`src/rtl/wdt_pkg.sv`:
```
// Shared types for the watchdog supervisor.
// Assumes: delay code is two bits; 2'b00 means disabled.
package wdt_pkg;
    typedef logic [1:0] delay_code_t;

    localparam delay_code_t CODE_OFF   = 2'b00;
    localparam delay_code_t CODE_SHORT = 2'b01;
    localparam delay_code_t CODE_MID   = 2'b10;
    localparam delay_code_t CODE_LONG  = 2'b11;

    typedef enum logic {
        ST_COUNT = 1'b0,
        ST_PULSE = 1'b1
    } wdt_state_e;
endpackage

```
`src/rtl/wdt_tick_gen.sv`:
```
// Millisecond tick prescaler.
// Produces a one-cycle tick every CYCLES_PER_MS clocks. tick_clr zeroes
// the phase so that the first tick arrives CYCLES_PER_MS cycles later.
// Assumes CYCLES_PER_MS >= 1.
module wdt_tick_gen #(
    parameter int CYCLES_PER_MS = 1000
) (
    input  logic clk,
    input  logic rst_n,
    input  logic tick_clr,
    output logic ms_tick
);
    localparam int PW = (CYCLES_PER_MS > 1) ? $clog2(CYCLES_PER_MS) : 1;
    localparam logic [PW-1:0] PRE_LAST = PW'(CYCLES_PER_MS - 1);

    logic [PW-1:0] pre_cnt;

    assign ms_tick = (pre_cnt == PRE_LAST);

    // Advance the prescaler, wrapping on each tick or clearing on request.
    always_ff @(posedge clk) begin
        if (!rst_n || tick_clr || ms_tick) begin
            pre_cnt <= '0;
        end else begin
            pre_cnt <= pre_cnt + 1'b1;
        end
    end

    generate
        if (CYCLES_PER_MS > 1) begin : g_spacing

            tick_spacing_chk: assert property (@(posedge clk) disable iff (!rst_n)
                ms_tick |=> !ms_tick);
        end
    endgenerate
endmodule

```
`src/rtl/wdt_strobe_sync.sv`:
```
// Strobe synchronizer and falling-edge detector.
// Two flops bring the asynchronous strobe into the clock domain; a third
// holds the previous synchronized level. fall_pulse is one cycle wide.
// Assumes the strobe stays stable for at least two clock cycles.
module wdt_strobe_sync (
    input  logic clk,
    input  logic rst_n,
    input  logic strobe_in,
    output logic fall_pulse
);
    logic meta_q, sync_q, prev_q;

    // Shift the strobe through the synchronizer and the history flop.
    always_ff @(posedge clk) begin
        if (!rst_n) begin
            meta_q <= 1'b0;
            sync_q <= 1'b0;
            prev_q <= 1'b0;
        end else begin
            meta_q <= strobe_in;
            sync_q <= meta_q;
            prev_q <= sync_q;
        end
    end

    assign fall_pulse = prev_q & ~sync_q;


    fall_single_chk: assert property (@(posedge clk) disable iff (!rst_n)
        fall_pulse |=> !fall_pulse);
endmodule

```
`src/rtl/wdt_ctrl_reg.sv`:
```
// Byte-wide watchdog control register.
// Holds the two-bit delay code; upper bits read back as zero.
// Resets to the longest period with the timer enabled.
module wdt_ctrl_reg
    import wdt_pkg::*;
(
    input  logic        clk,
    input  logic        rst_n,
    input  logic        wr_en,
    input  logic [7:0]  wr_data,
    output logic [7:0]  rd_data,
    output delay_code_t code
);
    logic unused_hi_bits;
    assign unused_hi_bits = ^wr_data[7:2];

    // Capture the delay code on a write.
    always_ff @(posedge clk) begin
        if (!rst_n) begin
            code <= CODE_LONG;
        end else if (wr_en) begin
            code <= wr_data[1:0];
        end
    end

    assign rd_data = {6'b0, code};


    wr_capture_chk: assert property (@(posedge clk) disable iff (!rst_n)
        wr_en |=> rd_data == {6'b0, $past(wr_data[1:0])});
endmodule

```
`src/rtl/wdt_timer_core.sv`:
```
// Timeout counter and reset-pulse sequencer.
// In ST_COUNT it counts ticks toward the selected period. A restart
// (strobe fall or register write) zeroes the count, and code 00 holds it
// at zero. On expiry it enters ST_PULSE and drives rst_out_n low for
// PULSE_MS ticks, ignoring restarts. It then returns to ST_COUNT from zero.
// Assumes ms_tick phase is cleared whenever tick_clr is raised.
module wdt_timer_core
    import wdt_pkg::*;
#(
    parameter int SHORT_MS = 250,
    parameter int MID_MS   = 500,
    parameter int LONG_MS  = 1000,
    parameter int PULSE_MS = 250
) (
    input  logic        clk,
    input  logic        rst_n,
    input  logic        ms_tick,
    input  logic        strobe_fall,
    input  logic        cfg_write,
    input  delay_code_t code,
    output logic        tick_clr,
    output logic        rst_out_n
);
    localparam int MAX_MS = (LONG_MS > PULSE_MS) ? LONG_MS : PULSE_MS;
    localparam int CW     = $clog2(MAX_MS + 1);
    localparam logic [CW-1:0] SHORT_LAST = CW'(SHORT_MS - 1);
    localparam logic [CW-1:0] MID_LAST   = CW'(MID_MS - 1);
    localparam logic [CW-1:0] LONG_LAST  = CW'(LONG_MS - 1);
    localparam logic [CW-1:0] PULSE_LAST = CW'(PULSE_MS - 1);

    wdt_state_e    state;
    logic [CW-1:0] cnt;
    logic [CW-1:0] period_last;
    logic          enabled;
    logic          restart;

    // Map the delay code to the last tick index of its period.
    always_comb begin
        unique case (code)
            CODE_SHORT: period_last = SHORT_LAST;
            CODE_MID:   period_last = MID_LAST;
            default:    period_last = LONG_LAST;
        endcase
    end

    assign enabled  = (code != CODE_OFF);
    assign restart  = strobe_fall | cfg_write;
    assign tick_clr = (state == ST_COUNT) && (restart || !enabled);

    // Sequence counting, expiry and the reset pulse.
    always_ff @(posedge clk) begin
        if (!rst_n) begin
            state     <= ST_COUNT;
            cnt       <= '0;
            rst_out_n <= 1'b1;
        end else begin
            unique case (state)
                ST_COUNT: begin
                    if (!enabled || restart) begin
                        cnt <= '0;
                    end else if (ms_tick) begin
                        if (cnt == period_last) begin
                            state     <= ST_PULSE;
                            cnt       <= '0;
                            rst_out_n <= 1'b0;
                        end else begin
                            cnt <= cnt + 1'b1;
                        end
                    end
                end
                ST_PULSE: begin
                    if (ms_tick) begin
                        if (cnt == PULSE_LAST) begin
                            state     <= ST_COUNT;
                            cnt       <= '0;
                            rst_out_n <= 1'b1;
                        end else begin
                            cnt <= cnt + 1'b1;
                        end
                    end
                end
                default: state <= ST_COUNT;
            endcase
        end
    end


    pulse_bound_chk: assert property (@(posedge clk) disable iff (!rst_n)
        (state == ST_PULSE) |-> (cnt <= PULSE_LAST));


    period_bound_chk: assert property (@(posedge clk) disable iff (!rst_n)
        (state == ST_COUNT && enabled) |-> (cnt <= period_last));


    expiry_on_tick_chk: assert property (@(posedge clk) disable iff (!rst_n)
        $fell(rst_out_n) |-> $past(ms_tick));


    disabled_quiet_chk: assert property (@(posedge clk) disable iff (!rst_n)
        (state == ST_COUNT && !enabled) |=> (rst_out_n && cnt == '0));


    pulse_ignores_strobe_chk: assert property (@(posedge clk) disable iff (!rst_n)
        (state == ST_PULSE && strobe_fall && !ms_tick) |=> (state == ST_PULSE));
endmodule

```
`src/rtl/wdt_supervisor.sv`:
```
// Watchdog supervisor top level.
// Joins the control register, strobe synchronizer, millisecond prescaler
// and timeout core. wd_rst_n is the active-low reset output.
// Assumes CLK_HZ is a multiple of 1000.
module wdt_supervisor #(
    parameter int CLK_HZ   = 1_000_000,
    parameter int SHORT_MS = 250,
    parameter int MID_MS   = 500,
    parameter int LONG_MS  = 1000,
    parameter int PULSE_MS = 250
) (
    input  logic       clk,
    input  logic       rst_n,
    input  logic       reg_wr_en,
    input  logic [7:0] reg_wr_data,
    output logic [7:0] reg_rd_data,
    input  logic       strobe_in,
    output logic       wd_rst_n
);
    import wdt_pkg::*;

    localparam int CYCLES_PER_MS = CLK_HZ / 1000;

    delay_code_t code;
    logic        ms_tick;
    logic        tick_clr;
    logic        strobe_fall;

    wdt_ctrl_reg u_reg (
        .clk     (clk),
        .rst_n   (rst_n),
        .wr_en   (reg_wr_en),
        .wr_data (reg_wr_data),
        .rd_data (reg_rd_data),
        .code    (code)
    );

    wdt_strobe_sync u_sync (
        .clk        (clk),
        .rst_n      (rst_n),
        .strobe_in  (strobe_in),
        .fall_pulse (strobe_fall)
    );

    wdt_tick_gen #(
        .CYCLES_PER_MS (CYCLES_PER_MS)
    ) u_tick (
        .clk      (clk),
        .rst_n    (rst_n),
        .tick_clr (tick_clr),
        .ms_tick  (ms_tick)
    );

    wdt_timer_core #(
        .SHORT_MS (SHORT_MS),
        .MID_MS   (MID_MS),
        .LONG_MS  (LONG_MS),
        .PULSE_MS (PULSE_MS)
    ) u_core (
        .clk         (clk),
        .rst_n       (rst_n),
        .ms_tick     (ms_tick),
        .strobe_fall (strobe_fall),
        .cfg_write   (reg_wr_en),
        .code        (code),
        .tick_clr    (tick_clr),
        .rst_out_n   (wd_rst_n)
    );
endmodule

```
`config.mk`:
```
export PLATFORM = sky130hd
export DESIGN_NAME = wdt_supervisor
export DESIGN_NICKNAME = d
export VERILOG_FILES = /design/src/rtl/wdt_pkg.sv /design/src/rtl/wdt_tick_gen.sv /design/src/rtl/wdt_strobe_sync.sv /design/src/rtl/wdt_ctrl_reg.sv /design/src/rtl/wdt_timer_core.sv /design/src/rtl/wdt_supervisor.sv
export SDC_FILE = /design/constraint.sdc
export NUM_CORES = 1
export LEC_CHECK = 0
export ABC_CLOCK_PERIOD_IN_PS = 2310
export CAP_MARGIN = 20
export CORE_ASPECT_RATIO = 1.4
export CORE_MARGIN = 2
export CORE_UTILIZATION = 38
export DETAILED_ROUTE_END_ITERATION = 12
export MAX_ROUTING_LAYER = met4
export PLACE_DENSITY_LB_ADDON = 0.08
export SLEW_MARGIN = 20
export SYNTH_ARGS = -nofsm -noshare
export SYNTH_HDL_FRONTEND = slang
export SYNTH_SLANG_ARGS = --single-unit
```
`constraint.sdc`:
```
create_clock -name clk -period 2.31 [get_ports clk]
set_input_delay 0.462 -clock clk [delete_from_list [all_inputs] [get_ports clk]]
set_output_delay 0.462 -clock clk [all_outputs]
set_load 0.02 [all_outputs]
```
==> flow_summary.json <==
{
  "status": "completed",
  "viasPerCell": 4.945,
  "insertion_delay_ns": 0.27,
  "holdWs_ns": 0.4494,
  "fin_area_mm2": 0.001501,
  "fin_cells": 199,
  "synthCells": 147,
  "fillers": 354,
  "worstSetupPathType": "reg -> reg",
  "post_drt_wl_per_cell_um": 12.44,
  "die_h_um": 74.30,
  "hold_path_depth": 1,
  "grt_pass1_vias": 1021,
  "cts_buffer_depth": 2,
  "critPathLaunchType": "register",
  "netlist_area_mm2": 0.001341,
  "antenna_left": 0,
  "rows": 25,
  "reg2reg_slack_ns": 0.39,
  "cts.sinks": 27,
  "postCtsSetupBuffers": 0,
  "hold_path.class": "reg -> reg",
  "min_period_over_period_pct": 82.91,
  "cp_data_arrival_time_ns": 2.08,
  "grt_pass1_wl_mm": 4.305,
  "worst_slack_ns": 0.3948,
  "ir_drop_v": 0.0003405,
  "setup_violations": 0,
  "die_w_um": 54.21,
  "path_max_fanout": 10,
  "coreArea_mm2": 0.003378,
  "period_needed_ns": 1.915,
  "drv_cap": 0,
  "worst_r2r_path_depth": 8,
  "path_clk_slew_ns": 0.09,
  "cts_root_buffer": "clkbuf_8",
  "ys_warn_count": 0,
  "multiInputGateArea_um2": 743.2,
  "ys_ff_latch": 27,
  "synth_ff_type": "dfxtp_1",
  "skew_ns": 0.005002,
  "grt_max_degree": 16,
  "drt_first_pass_iters": 4,
  "yosys.cell_types.count": 37,
  "grt_setup_unrepaired": "no",
  "htree_levels": 1,
  "routed_wl_mm": 2.475,
  "required_ns": 2.48,
  "vias": 984,
  "synth_enable_flop_cells": 0,
  "power_density_mw_per_mm2": 548.7,
  "worstHoldStart": "u_sync.meta_q",
  "drive_above_1_share_pct": 10.06,
  "slew_violations": 0,
  "n_antenna_cell": 0,
  "max_freq_ghz": 0.5221,
  "nets": 177,
  "place_congestion": 0.8483,
  "pre_cts_ws_ns": 0.2340,
  "drc": 0,
  "yosysSeqAreaShare_pct": 40.30,
  "dp_hpwl_mm": 1.839,
  "cts_hold_buf": 0,
  "crit_path_end_kind": "register",
  "syn_to_final_growth_pct": 11.94,
  "placed_area_mm2": 0.001455,
  "r2r_start": "u_reg.code[0]",
  "start_util_pct": 39.70,
  "cts_buffers": 3,
  "dp_cells": 195,
  "hold_viol": 0,
  "dieArea_mm2": 0.004028,
  "cts_tree": "built",
  "ff_latch_area_um2": 540.5,
  "grt_usage_pct": 14.83,
  "ctsResizeCount": 0,
  "setup_tns_ns": 0,
  "p_total_uw": 823.8,
  "async_flop_share_pct": 0,
  "p_leak_nw": 0.5617,
  "syn_avg_cell_area_um2": 9.124,
  "grt_antenna_before_repair": 0,
  "rr_endpoint": "u_core.cnt[0]",
  "drt_iter0_drc": 24,
  "io_pins": 21,
  "overflow": 0,
  "post-route-util_pct": 44.44,
  "io_buffers": 8,
  "hold_path_end": "u_sync.sync_q"
}
power breakdown:
group          internal (mW)  leakage (nW)  switching [mW]  total, mW
Combinational         0.0317         0.317          0.0424     0.0741
Sequential             0.474         0.219         0.00968      0.484
Clock                  0.121        0.0255           0.145      0.266
registers in the layout (all words and copies together) (netlist names):
register          cells
u_core.cnt           10
u_core.rst_out_n      1
u_core.state          1
u_reg.code            2
u_sync.meta_q         1
u_sync.prev_q         1
u_sync.sync_q         1
u_tick.pre_cnt       10
kinds of logic after synthesis:
logic type / count (synthesis) / synth area share [%]
DFF: 27 / 40.30
other: 1 / 0.2796
adders and majority gates: 5 / 4.664
and+or+nand+nor: 67 / 28.17
xor gates and xnor gates: 16 / 10.45
buffers and inverters: 13 / 5.690
AOI/OAI and AO/OA: 18 / 10.45
placed cells by master (no fill, tap or decap), types with 6 or more instances in the layout:
cell             instances
o21ai_0                  6
nand2_1                  8
nand3_1                  7
nor2_1                  24
xor2_1                  11
conb_1                   6
clkdlybuf4s50_1          8
dfxtp_1                 27
how the worst max path moves through the flow:
stage,startpoint,to,cells past startpoint
after floorplan,u_reg.code[0],u_core.cnt[0],7
after global placement,reg_wr_en,u_tick.pre_cnt[3],6
after detailed placement,reg_wr_en,u_tick.pre_cnt[8],6
after CTS,u_reg.code[0],u_core.cnt[3],8
after global routing,u_reg.code[0],u_core.cnt[6],8
final,u_reg.code[0],u_core.cnt[0],8
synth_stat cells, types with 3 or more instances:
master    count  area [µm²]
and3_1        4       25.02
and2_1        3       18.77
o21ai_0       6       30.03
dfxtp_1      27       540.5
buf_4         7       52.55
nand3_1       7       35.03
xor2_1       11       96.34
and4bb_1      4       50.05
nor2_1       24       90.09
inv_1         5       18.77
nand2_1       8       30.03
xnor2_1       5       43.79
ha_1          5       62.56
o211ai_1      3       22.52
metal layers:
| layer | GRT usage (%) | routed length [µm] |
|---|---|---|
| met5 | - | 0 |
| met4 | 6.667 | 25 |
| met3 | 2.410 | 64 |
| met2 | 26.10 | 1328 |
| met1 | 15.72 | 1056 |
final cells by class:
class,count,area share (%)
clock buffer,3,2.750
clock inverter,1,0.3333
inverter,5,1.250
multi-input combinational,112,49.50
sequential,27,36.00
tap,40,3.333
timing repair buffer,11,6.833
critical path, cell delays in order (launching register included):
cell,delay [ns]
dfxtp_1,0.37
inv_1,0.07
ha_1,0.31
and4bb_1,0.29
o221ai_2,0.12
and2_4,0.18
o31ai_4,0.22
buf_4,0.21
nor2_1,0.06
Note: power is estimated with default switching activity, not from simulation.
